### src/rtl/cnt_pkg.sv
// Package: shared widths and the clear-mode selector for the counter slices.
// Assumes: every slice is one nibble wide.
package cnt_pkg;
    localparam int SLICE_W = 4;

    typedef logic [SLICE_W-1:0] nib_t;

    // Chooses how the active-low clear reaches the slice registers.
    typedef enum logic {
        CLR_ASYNC = 1'b0,
        CLR_SYNC  = 1'b1
    } clr_mode_e;
endpackage

### src/rtl/cnt_slice_next.sv
// Module: next-state logic of one slice for load and count (the clear is handled by the register).
// Assumes: load_n is active low and wins over step; step is the AND of both enables.
module cnt_slice_next
    import cnt_pkg::*;
(
    input  nib_t q,
    input  nib_t d,
    input  logic load_n,
    input  logic step,
    output nib_t q_nxt
);
    // Pick the preset value, the incremented value or the held value.
    always_comb begin
        if (!load_n) begin
            q_nxt = d;
        end else if (step) begin
            q_nxt = q + nib_t'(1);
        end else begin
            q_nxt = q;
        end
    end
endmodule

### src/rtl/cnt_slice_carry.sv
// Module: combinational carry of one slice, gated by its chain enable.
// Assumes: the carry must follow en_car with no register in the path.
module cnt_slice_carry
    import cnt_pkg::*;
(
    input  nib_t q,
    input  logic en_car,
    output logic carry
);
    // The carry is high when the slice sits at fifteen and its chain enable is high.
    always_comb begin
        carry = en_car & (&q);
    end
endmodule

### src/rtl/cnt_slice.sv
// Module: one 4-bit presettable up-counter slice with a selectable clear mode.
// Assumes: clr_n and load_n are active low; clear beats load; load beats both enables.
module cnt_slice
    import cnt_pkg::*;
#(
    parameter clr_mode_e CLR_MODE = CLR_SYNC
) (
    input  logic clk,
    input  logic clr_n,
    input  logic load_n,
    input  logic en_cnt,
    input  logic en_car,
    input  nib_t d,
    output nib_t q,
    output logic carry
);
    nib_t q_nxt;
    logic step;

    // Counting needs both the shared enable and the chain enable.
    always_comb begin
        step = en_cnt & en_car;
    end

    cnt_slice_next u_next (
        .q      (q),
        .d      (d),
        .load_n (load_n),
        .step   (step),
        .q_nxt  (q_nxt)
    );

    cnt_slice_carry u_carry (
        .q      (q),
        .en_car (en_car),
        .carry  (carry)
    );

    generate
        if (CLR_MODE == CLR_ASYNC) begin : g_async_clr
            // State register; clear acts at once, without the clock.
            always_ff @(posedge clk or negedge clr_n) begin
                if (!clr_n) begin
                    q <= '0;
                end else begin
                    q <= q_nxt;
                end
            end
        end else begin : g_sync_clr
            // State register; clear is sampled on the rising edge, like load.
            always_ff @(posedge clk) begin
                if (!clr_n) begin
                    q <= '0;
                end else begin
                    q <= q_nxt;
                end
            end
        end
    endgenerate
endmodule

### src/rtl/casc_counter.sv
// Module: wide binary counter made of NSTAGE slices in a parallel-carry chain.
// Assumes: all slices share the clock, clear, load and cnt_en. Each slice's carry
// drives the chain enable of the slice above it, and chain_en feeds the lowest slice.
module casc_counter
    import cnt_pkg::*;
#(
    parameter int        NSTAGE   = 3,
    parameter clr_mode_e CLR_MODE = CLR_SYNC,
    localparam int       CNT_W    = SLICE_W * NSTAGE
) (
    input  logic             clk,
    input  logic             clr_n,
    input  logic             load_n,
    input  logic             cnt_en,
    input  logic             chain_en,
    input  logic [CNT_W-1:0] load_val,
    output logic [CNT_W-1:0] count,
    output logic             carry_out
);
    logic [NSTAGE:0] chain;

    // The lowest slice takes the external chain enable.
    always_comb begin
        chain[0] = chain_en;
    end

    genvar k;
    generate
        for (k = 0; k < NSTAGE; k++) begin : g_stage
            cnt_slice #(
                .CLR_MODE (CLR_MODE)
            ) u_slice (
                .clk    (clk),
                .clr_n  (clr_n),
                .load_n (load_n),
                .en_cnt (cnt_en),
                .en_car (chain[k]),
                .d      (load_val[k*SLICE_W +: SLICE_W]),
                .q      (count[k*SLICE_W +: SLICE_W]),
                .carry  (chain[k+1])
            );
        end
    endgenerate

    // The carry of the highest slice leaves the block.
    always_comb begin
        carry_out = chain[NSTAGE];
    end
endmodule

### config.mk
export PLATFORM = sky130hd
export DESIGN_NAME = casc_counter
export DESIGN_NICKNAME = d
export VERILOG_FILES = /design/src/rtl/cnt_pkg.sv /design/src/rtl/cnt_slice_next.sv /design/src/rtl/cnt_slice_carry.sv /design/src/rtl/cnt_slice.sv /design/src/rtl/casc_counter.sv
export SDC_FILE = /design/constraint.sdc
export NUM_CORES = 1
export LEC_CHECK = 0
export BUFFER_PORTS_ARGS = -buffer_cell sky130_fd_sc_hd__buf_4
export CORE_ASPECT_RATIO = 1.75
export CORE_UTILIZATION = 30
export CTS_BUF_LIST = sky130_fd_sc_hd__clkbuf_4 sky130_fd_sc_hd__clkbuf_8
export DETAILED_ROUTE_END_ITERATION = 6
export PLACE_DENSITY = 0.57
export SLEW_MARGIN = 20
export SYNTH_ARGS = -nofsm -noshare
export SYNTH_HDL_FRONTEND = slang
export SYNTH_SLANG_ARGS = --single-unit
### constraint.sdc
create_clock -name clk -period 1.7 [get_ports clk]
set_clock_uncertainty 0.05 [all_clocks]
set_input_delay 0.34 -clock clk [delete_from_list [all_inputs] [get_ports clk]]
set_output_delay 0.34 -clock clk [all_outputs]
set_load 0.05 [all_outputs]
==> impl_metrics.env <==
export IMPL_worst_pin_slew_ns=0.325
export IMPL_syn_nets=106
export IMPL_cts_htree_levels=1
export IMPL_final_setup_viol_count=0
export IMPL_synth_async_reset_ratio_pct=0
export IMPL_tns_ns=0
export IMPL_seq_area_sq_um=270
export IMPL_yosysTopAreaCell="dfxtp_1"
export IMPL_port_buffers=29
export IMPL_total_power_uw=874
export IMPL_antenna_found_initial=0
export IMPL_finalMaxSlewViolations=0
export IMPL_power_density_mw_per_mm2=790
export IMPL_finalCritPeriodShare_pct=97.0
export IMPL_yosysMostFrequentCell="o21ai_0"
export IMPL_drive_gt1_share_pct=48.7
export IMPL_fp_dieW_microns=38.8
export IMPL_yosysWarnings=0
export IMPL_grt_max_degree=27
export IMPL_post_synth_num_cell_types=28
export IMPL_cts_tree="yes"
export IMPL_cts_made_buffers=3
export IMPL_ant_nets=0
export IMPL_multiInputGateArea_sq_um=472
export IMPL_hold_slack_ns=0.293
export IMPL_synthesis_area_sq_um=709
export IMPL_synth_area_leaders="dfxtp_1 34%, o21ai_0 9.9%, a31oi_1 5.3%"
export IMPL_grt_ovfl_total=0
export IMPL_cp_arrival_ns=1.26
export IMPL_vias=780
export IMPL_io_pins=30
export IMPL_synth_edff_count=0
export IMPL_area_growth_pct=55.9
export IMPL_nets=140
export IMPL_fmax_mhz=606
export IMPL_rsz0062_at_grt="yes"
export IMPL_largest_reg_flops=12
export IMPL_clkSlewWorstSetupHoldPaths_ns=0.06
export IMPL_initial_core_util_pct=31.2
export IMPL_dp_cells=135
export IMPL_final_cells=144
export IMPL_ctsRootBufferMaster="clkbuf_8"
export IMPL_dieHeight_microns=66.3
export IMPL_cp_max_fo=3
export IMPL_top_regs="g_stage.u_slice.q: 12 flops"
export IMPL_wl_per_cell_microns=14.0
export IMPL_relSlewSlack_pct=78.3
export IMPL_n_antenna_cell=0
export IMPL_ir_drop_v=0.000322
export IMPL_clk_latency_ns=0.24
export IMPL_via_per_inst=5.42
export IMPL_largest_register="g_stage.u_slice.q"
export IMPL_hpwl_microns=1340
export IMPL_dr_first_iter_drc_count=14
export IMPL_synth_avg_cell_area_sq_um=8.25
export IMPL_seq_area_frac_synth_pct=33.9
export IMPL_synth_seq_cells=12
export IMPL_syn_inst=86
export IMPL_grt_pass1_wl_microns=3150
export IMPL_status="completed"
export IMPL_synth_common_cells="14 x o21ai_0, 12 x dfxtp_1, 6 x a31oi_1, 6 x nand3_1, 6 x or3_1"
export IMPL_start_kind="flop"
export IMPL_fin_crit_ns=1.65
export IMPL_gp_congestion=0.804
export IMPL_worst_ep_required_time_ns=1.31
export IMPL_grt_pass1_vias=702
export IMPL_hp_class="in2reg"
export IMPL_r2r_slack_ns=0.19
export IMPL_clock_sinks=12
export IMPL_netlist_area_leader_share_pct=33.9
export IMPL_n_fill_cell=238
export IMPL_leakagePower_nw=0.455
export IMPL_ys_flop_type="dfxtp_1"
export IMPL_coreArea_sq_mm=0.00227
export IMPL_finalHoldViolCount=0
export IMPL_drt_first_pass_iters=4
export IMPL_track_usage_pct=17.2
export IMPL_clockBufferDepth=2
export IMPL_placementRows=23
export IMPL_cp_end_kind="primary output"
export IMPL_maxCapViolCount=0
export IMPL_die_area_sq_mm=0.00257
export IMPL_path_class="reg2out"
export IMPL_wirelength_microns=2010
export IMPL_drc=0
-- cell type report --
type | count | area share [%]
clock buffer | 4 | 4.98
inverter | 5 | 1.70
multi-input combinational | 64 | 42.6
sequential | 12 | 24.4
tap | 25 | 2.83
timing repair buffer | 34 | 23.4
-- cells by family (layout without fill, tap and decap cells) --
family	count (synthesis)	count (layout)	share of synthesized area [%]
AO/OA/AOI/OAI	27	27	23.1
XOR/XNOR	2	2	2.47
adder cells (fa/ha/maj)	3	3	5.29
buffers and inverters	10	43	6.52
flip-flops	12	12	33.9
AND/OR/NAND/NOR	32	32	28.7
-- layer usage --
| metal | global-route usage [%] | vias to the layer above | wire length, microns |
|---|---|---|---|
| met4 | 7.76 | 0 | 19 |
| li1 | - | 395 | - |
| met1 | 20.6 | 367 | 848 |
| met2 | 29.0 | 16 | 1080 |
| met3 | 2.02 | 2 | 68 |
| met5 | 0 | - | 0 |
-- report_power, final --
group / internal [mW] / switching (mW) / leakage, nW
Combinational: 0.0891 / 0.135 / 0.321
Sequential: 0.304 / 0.0293 / 0.105
Clock: 0.205 / 0.112 / 0.0288
Total: 0.598 / 0.276 / 0.455
-- cell usage in the layout (no fill, tap or decap), drive strengths merged, types with 4 or more instances in the layout --
master / count
a31oi: 6
dfxtp: 12
nand2: 4
nand4: 4
or3: 8
clkbuf: 4
inv: 5
nand3: 6
o21ai: 14
nor2: 4
buf: 34
-- through the flow --
step	cell area (sq um)	setup WS, ns	utilization, %
floorplan	753	0.0159	-
global placement	975	0.166	42.9
detailed placement	975	0.154	42.9
CTS	1090	0.00428	47.9
global route	1110	-0.00902	48.7
finish	1110	0.0507	48.7
-- worst paths after layout --
check | from | end | depth (start not counted)
setup / recovery | g_stage[2].u_slice.q[0] | carry_out | 4
hold / removal | load_val[10] | g_stage[2].u_slice.q[2] | 3
setup reg to reg | g_stage[0].u_slice.q[1] | g_stage[1].u_slice.q[1] | 5
hold reg to reg | g_stage[1].u_slice.q[2] | g_stage[1].u_slice.q[2] | 2
-- worst max-delay path, cell delays in order (launching register included) --
cell     delay (ns)
dfxtp_4        0.36
ha_4           0.15
nand4_1        0.13
nor3_4         0.21
buf_6          0.17
-- repair_timing --
action                                  in CTS  in global routing
hold buffers                                 0                  0
resized for setup                            5                  1
buffers inserted                             4                  1
pin swaps                                    4                  2
endpoints found under the setup margin       1                  1
Note: power is estimated with default switching activity, not from simulation.
